`src/rtl/pm_pkg.sv`:
```
package pm_pkg;

    typedef enum logic [2:0] {
        PM_RST_SETTLE  = 3'd0,
        PM_ACTIVE      = 3'd1,
        PM_SLEEP       = 3'd2,
        PM_STANDBY     = 3'd3,
        PM_WAKE_SETTLE = 3'd4
    } pm_state_e;

    typedef struct packed {
        pm_state_e state;
        logic      med;
        logic      irq_stb;
        logic      rst_stb;
    } pm_regs_t;

endpackage

```
`src/rtl/pm_rst_sync.sv`:
```
module pm_rst_sync (
    input  logic clk,
    input  logic arst_n,
    output logic rst_n_o
);
    logic [1:0] sync_q;
    logic [1:0] sync_d;

    always_comb begin
        sync_d = {sync_q[0], 1'b1};
    end

    always_ff @(posedge clk or negedge arst_n) begin
        if (!arst_n) sync_q <= 2'b00;
        else         sync_q <= sync_d;
    end

    assign rst_n_o = sync_q[1];
endmodule

```
`src/rtl/pm_wake_detect.sv`:
```
module pm_wake_detect #(
    parameter int N_IRQ = 4
) (
    input  logic [N_IRQ-1:0] irq_req,
    input  logic [N_IRQ-1:0] irq_en,
    input  logic             imask,
    output logic             wake_o
);
    logic [N_IRQ-1:0] hit;

    for (genvar i = 0; i < N_IRQ; i++) begin : g_src
        assign hit[i] = irq_req[i] & irq_en[i];
    end

    assign wake_o = ~imask & (|hit);
endmodule

```
`src/rtl/pm_settle_timer.sv`:
```
module pm_settle_timer #(
    parameter int SETTLE_BASE = 8,
    parameter int SEL_W       = 3
) (
    input  logic             clk,
    input  logic             rst_n,
    input  logic             start_i,
    input  logic             run_i,
    input  logic             tick_i,
    input  logic [SEL_W-1:0] sel_i,
    output logic             done_o
);
    localparam int MAX_SHIFT = (1 << SEL_W) - 1;
    localparam int MAX_LIM   = SETTLE_BASE << MAX_SHIFT;
    localparam int CNT_W     = $clog2(MAX_LIM) + 1;

    logic [CNT_W-1:0] cnt_q, cnt_d;
    logic [SEL_W-1:0] sel_q, sel_d;
    logic [CNT_W-1:0] lim;

    assign lim    = CNT_W'(SETTLE_BASE) << sel_q;
    assign done_o = run_i & tick_i & (cnt_q == (lim - CNT_W'(1)));

    always_comb begin
        cnt_d = cnt_q;
        sel_d = sel_q;
        if (start_i) begin
            cnt_d = '0;
            sel_d = sel_i;
        end else if (run_i && tick_i) begin
            cnt_d = cnt_q + CNT_W'(1);
        end
    end

    // After reset the slowest setting is used: configuration is unknown then.
    always_ff @(posedge clk or negedge rst_n) begin
        if (!rst_n) begin
            cnt_q <= '0;
            sel_q <= '1;
        end else begin
            cnt_q <= cnt_d;
            sel_q <= sel_d;
        end
    end
endmodule

```
`src/rtl/pm_standby_ctrl.sv`:
```
module pm_standby_ctrl
    import pm_pkg::*;
#(
    parameter int N_IRQ       = 4,
    parameter int SETTLE_BASE = 8,
    parameter int SEL_W       = 3,
    parameter int DIV_W       = 2
) (
    input  logic             clk,
    input  logic             res_n,
    input  logic             ref_tick,
    input  logic             sleep_stb,
    input  logic             cfg_deep_sel,
    input  logic             cfg_subclk_on,
    input  logic             cfg_timer_mode,
    input  logic             cfg_wake_med,
    input  logic [SEL_W-1:0] cfg_settle_sel,
    input  logic [DIV_W-1:0] cfg_med_div,
    input  logic [N_IRQ-1:0] irq_req,
    input  logic [N_IRQ-1:0] irq_en,
    input  logic             imask,
    output logic             osc_on,
    output logic             clk_run,
    output logic             med_sel,
    output logic [DIV_W-1:0] med_rate,
    output logic             io_hiz,
    output logic             cpu_halt,
    output logic             irq_exc_stb,
    output logic             rst_exc_stb
);
    localparam pm_regs_t REGS_RST = '{state: PM_RST_SETTLE, med: 1'b0,
                                      irq_stb: 1'b0, rst_stb: 1'b0};

    logic     rst_n_s;
    logic     wake_req;
    logic     deep_ok;
    logic     tmr_start, tmr_run, tmr_done;
    pm_regs_t r_q, r_d;

    pm_rst_sync u_rst (
        .clk     (clk),
        .arst_n  (res_n),
        .rst_n_o (rst_n_s)
    );

    pm_wake_detect #(.N_IRQ(N_IRQ)) u_wake (
        .irq_req (irq_req),
        .irq_en  (irq_en),
        .imask   (imask),
        .wake_o  (wake_req)
    );

    pm_settle_timer #(.SETTLE_BASE(SETTLE_BASE), .SEL_W(SEL_W)) u_tmr (
        .clk     (clk),
        .rst_n   (rst_n_s),
        .start_i (tmr_start),
        .run_i   (tmr_run),
        .tick_i  (ref_tick),
        .sel_i   (cfg_settle_sel),
        .done_o  (tmr_done)
    );

    assign deep_ok = cfg_deep_sel & ~cfg_subclk_on & ~cfg_timer_mode;
    assign tmr_run = (r_q.state == PM_RST_SETTLE) || (r_q.state == PM_WAKE_SETTLE);

    always_comb begin
        r_d         = r_q;
        r_d.irq_stb = 1'b0;
        r_d.rst_stb = 1'b0;
        tmr_start   = 1'b0;
        case (r_q.state)
            PM_RST_SETTLE: begin
                if (tmr_done) begin
                    r_d.state   = PM_ACTIVE;
                    r_d.med     = 1'b0;
                    r_d.rst_stb = 1'b1;
                end
            end
            PM_ACTIVE: begin
                if (sleep_stb) begin
                    r_d.state = deep_ok ? PM_STANDBY : PM_SLEEP;
                end
            end
            PM_SLEEP: begin
                if (wake_req) begin
                    r_d.state   = PM_ACTIVE;
                    r_d.irq_stb = 1'b1;
                end
            end
            PM_STANDBY: begin
                if (wake_req) begin
                    r_d.state = PM_WAKE_SETTLE;
                    tmr_start = 1'b1;
                end
            end
            PM_WAKE_SETTLE: begin
                if (tmr_done) begin
                    r_d.state   = PM_ACTIVE;
                    r_d.med     = cfg_wake_med;
                    r_d.irq_stb = 1'b1;
                end
            end
            default: r_d = REGS_RST;
        endcase
    end

    always_ff @(posedge clk or negedge rst_n_s) begin
        if (!rst_n_s) r_q <= REGS_RST;
        else          r_q <= r_d;
    end

    always_comb begin
        osc_on   = 1'b1;
        clk_run  = 1'b1;
        cpu_halt = 1'b1;
        io_hiz   = 1'b0;
        med_sel  = 1'b0;
        case (r_q.state)
            PM_ACTIVE: begin
                cpu_halt = 1'b0;
                med_sel  = r_q.med;
            end
            PM_SLEEP: begin
                med_sel  = r_q.med;
            end
            PM_STANDBY: begin
                osc_on   = 1'b0;
                clk_run  = 1'b0;
                io_hiz   = 1'b1;
            end
            PM_WAKE_SETTLE: begin
                clk_run  = 1'b0;
                io_hiz   = 1'b1;
            end
            default: ;
        endcase
        med_rate = med_sel ? cfg_med_div : '0;
    end

    assign irq_exc_stb = r_q.irq_stb;
    assign rst_exc_stb = r_q.rst_stb;
endmodule

```
`config.mk`:
```
export PLATFORM = sky130hd
export DESIGN_NAME = pm_standby_ctrl
export DESIGN_NICKNAME = d
export VERILOG_FILES = /design/src/rtl/pm_pkg.sv /design/src/rtl/pm_rst_sync.sv /design/src/rtl/pm_wake_detect.sv /design/src/rtl/pm_settle_timer.sv /design/src/rtl/pm_standby_ctrl.sv
export SDC_FILE = /design/constraint.sdc
export NUM_CORES = 1
export LEC_CHECK = 0
export BUFFER_PORTS_ARGS = -buffer_cell sky130_fd_sc_hd__clkbuf_2
export CAP_MARGIN = 40
export CELL_PAD_IN_SITES_DETAIL_PLACEMENT = 1
export CELL_PAD_IN_SITES_GLOBAL_PLACEMENT = 2
export CORE_UTILIZATION = 34
export DETAILED_ROUTE_END_ITERATION = 8
export GPL_TIMING_DRIVEN = 0
export HOLD_SLACK_MARGIN = 0.1
export PLACE_DENSITY_LB_ADDON = 0.12
export SYNTH_ARGS = -nofsm -noshare
export SYNTH_HDL_FRONTEND = slang
export SYNTH_SLANG_ARGS = --single-unit
```
`constraint.sdc`:
```
create_clock -name clk -period 2.6 [get_ports clk]
set_input_delay 0.13 -clock clk [delete_from_list [all_inputs] [get_ports clk]]
set_output_delay 0.13 -clock clk [all_outputs]
set_load 0.005 [all_outputs]
```
==> qor.txt <==
Final Critical Period: 2040 ps
clk root buf: clkbuf_4
Die Span Y: 62.3 µm
most common cell after layout, fill and taps aside: clkbuf_2
wire per inst: 12.0 µm
FP Rows: 21
Top Family by Delay on Critical Path: compound AO/OA/AOI/OAI gates
CP peak stage delay: 530 ps
maximum VDD drop: 0.252 mV
Post-Syn Instances: 130
clock share of power: 22.7%
Total Routing Usage GR: 15.4%
DR DRC count: 0
RSZ-0062 raised after global routing: false
hpwl dp: 1990 µm
Power, Total: 1150 µW
Crit Path Class: flip-flop to flip-flop
Seq. cell area: 554 µm²
initial DRC count: 36
most frequent cells in the layout: 31 x clkbuf_2, 19 x dfrtp_1, 16 x nor2_1
CP Data Arrival Time: 2290 ps
sequential share of power: 42.3%
worst hold path class: primary input to flip-flop
Vias/cell: 5.02
Fin Hold WS: 202 ps
Post-synth EDFFs: 0
core footprint: 3420 µm²
CTS tree: yes
DIE WIDTH: 62.3 µm
Pre-Repair DR Iteration Count: 4
net switching power: 380 µW
Async SR Flop Fraction: 100%
power density over the cells: 732 nW/µm²
Syn Area/Cell: 9.52 µm²
CP Capture Type: flip-flop
Crit Path Max Fanout: 10
Initial Util: 36.2%
Netlist cell types: 41
DR vias: 1089
port bufs: 30
final weighted congestion in routability-driven placement: 0.778
CP bufs+invs: 1
nature of the critical path startpoint: flip-flop
Clk Latency, worst-skew pair: 310 ps
Top Ports: 31
TNS Setup: 0 ps
Cell Chain, Critical Path: buf_2 > or3b_1 > a21oi_1 > nor3_1 > a211oi_2 > mux2i_1
share of cells above drive strength 1: 30.4%
final period utilization: 78.6%
Layout area overhead: 26.7%
fillers: 434
Synth Flop Type: dfrtp_1
post-route ant nets: 0
Final Hold Viols: 0
# diodes: 0
Max Fclk: 490 MHz
largest net degree at the start of global routing: 21
layout net count: 195
met1 Use GR: 17.1%
routing usage on met2: 29.4%
count of final setup violators: 0
final wirelength: 2610 µm
Switching Fraction: 33.1%
final slew viol count: 0
Syn Nets: 153
CTS buffer count: 3
Worst Skew: 6.75 ps
first-pass GRT wire length: 4750 µm
via count of the first global-routing pass: 1121
clock sinks: 22
status: finished, final reports clean
Cell Area, Synth: 1240 µm²
Setup Buffers After CTS: 0
Comb pwr share: 35.0%
CTS Hold Bufs: 7
GR Util met3: 1.10%
MaxCap Viol Count: 0
Leak: 0.000716 µW
Worst-Margin Slew: 820 ps
Die ar.: 3890 µm²
relative slew slack: 45.4%
H-tree depth: 1
Finished Layout Cells: 217
CTS Buffer Depth: 2
Yosys reg bits: 22
sequential cell area fraction in the yosys report: 44.8%
initial antenna violation count: 0
GR peak layer: met2
Clk pin slew, worst setup/hold paths: 130 ps
critical path required time: 2840 ps
total gr overflow: 0
Int Pwr: 767 µW
Slowest-stage cell, CP: dfstp_2
Synth Warn #: 0
CTS resizes: 0
dpl cells: 206
footprint of the multi-input gates: 622 µm²
==> layout make-up <==
type / count / share of cell area [%]
plain buffers: 9 / 3.19
well taps: 46 / 3.67
multi-input cells: 96 / 39.7
repair buffers: 37 / 14.0
clock buffers: 3 / 1.44
inverters: 3 / 0.718
clock inverters: 1 / 1.92
flip-flops and latches: 22 / 35.4
==> synthesized netlist by cell type (3+ instances only) <==
library cell / n / area share [%]
a21o_1: 3 / 1.8
buf_2: 3 / 1.2
nand2_1: 13 / 3.9
xor2_1: 7 / 5.0
dfstp_2: 3 / 6.4
clkbuf_1: 3 / 0.91
inv_1: 3 / 0.91
mux2_2: 3 / 2.7
xnor2_1: 4 / 2.8
nor2_1: 16 / 4.9
a21oi_1: 8 / 3.2
nor3_1: 3 / 1.2
nor3b_1: 3 / 1.8
nand3_1: 4 / 1.6
dfrtp_1: 19 / 38
==> power groups by stage <==
stage                     sequential (µW)  clock (µW)  combinational [µW]
final                                 485         261                 401
after global routing                  503         290                 466
after CTS                             488         276                 410
after detailed placement              494           0                 401
after global placement                490           0                 385
after floorplan                       477           0                 302
==> cells by family (layout without fill, tap and decap cells) <==
kind of cell | after synthesis | in the layout | synth area share, %
compound gates | 19 | 19 | 9.91
xor+xnor | 11 | 11 | 7.79
other cells | 1 | 1 | 0.303
buf+inv | 12 | 53 | 4.95
flops | 22 | 22 | 44.8
fa+ha+maj | 1 | 1 | 1.01
mux | 5 | 5 | 4.35
simple gates | 59 | 59 | 26.9
==> worst paths after layout <==
check	cells past startpoint	slack, ps	endpoint	from
hold / removal	3	200	r_q[5]$_DFFE_PN0P_	imask
setup / recovery	6	560	r_q[2]$_DFFE_PN0P_	u_tmr.sel_q[2]$_DFFE_PN1P_
min in group asynchronous	0	350	rst_exc_stb$_DFF_PN0_	u_rst.sync_q[1]$_DFF_PN0_
hold reg to reg	0	350	rst_exc_stb$_DFF_PN0_	u_rst.sync_q[1]$_DFF_PN0_
setup reg to reg	6	560	r_q[2]$_DFFE_PN0P_	u_tmr.sel_q[2]$_DFFE_PN1P_
max in group asynchronous	0	1740	u_tmr.cnt_q[5]$_DFFE_PN0P_	u_rst.sync_q[1]$_DFF_PN0_
==> worst register-to-register path, cell delays in order, from the launching register on <==
cell and delay (ps):
dfstp_2 530, buf_2 190, or3b_1 360, a21oi_1 150, nor3_1 70, a211oi_2 450, mux2i_1 230
==> per-layer routing <==
metal / vias to the layer above / share of wire [%]
met1: 534 / 42
met4: 0 / 1.1
met5: - / 0
met3: 2 / 3.5
met2: 24 / 53
li1: 529 / -
==> state kept, by name (all words and copies together) (netlist names) <==
signal,flops
irq_exc_stb,1
r_q,4
rst_exc_stb,1
u_rst.sync_q,2
u_tmr.cnt_q,11
u_tmr.sel_q,3
==> per-stage QoR <==
stage | utilization, % | setup slack, ps | instance area (µm²)
after floorplan | - | 802 | 1240
after global placement | 42.3 | 610 | 1450
after detailed placement | 42.3 | 563 | 1450
after CTS | 45.9 | 543 | 1570
after global routing | 45.9 | 427 | 1570
final | 45.9 | 558 | 1570
(Power assumes the default switching activity.)
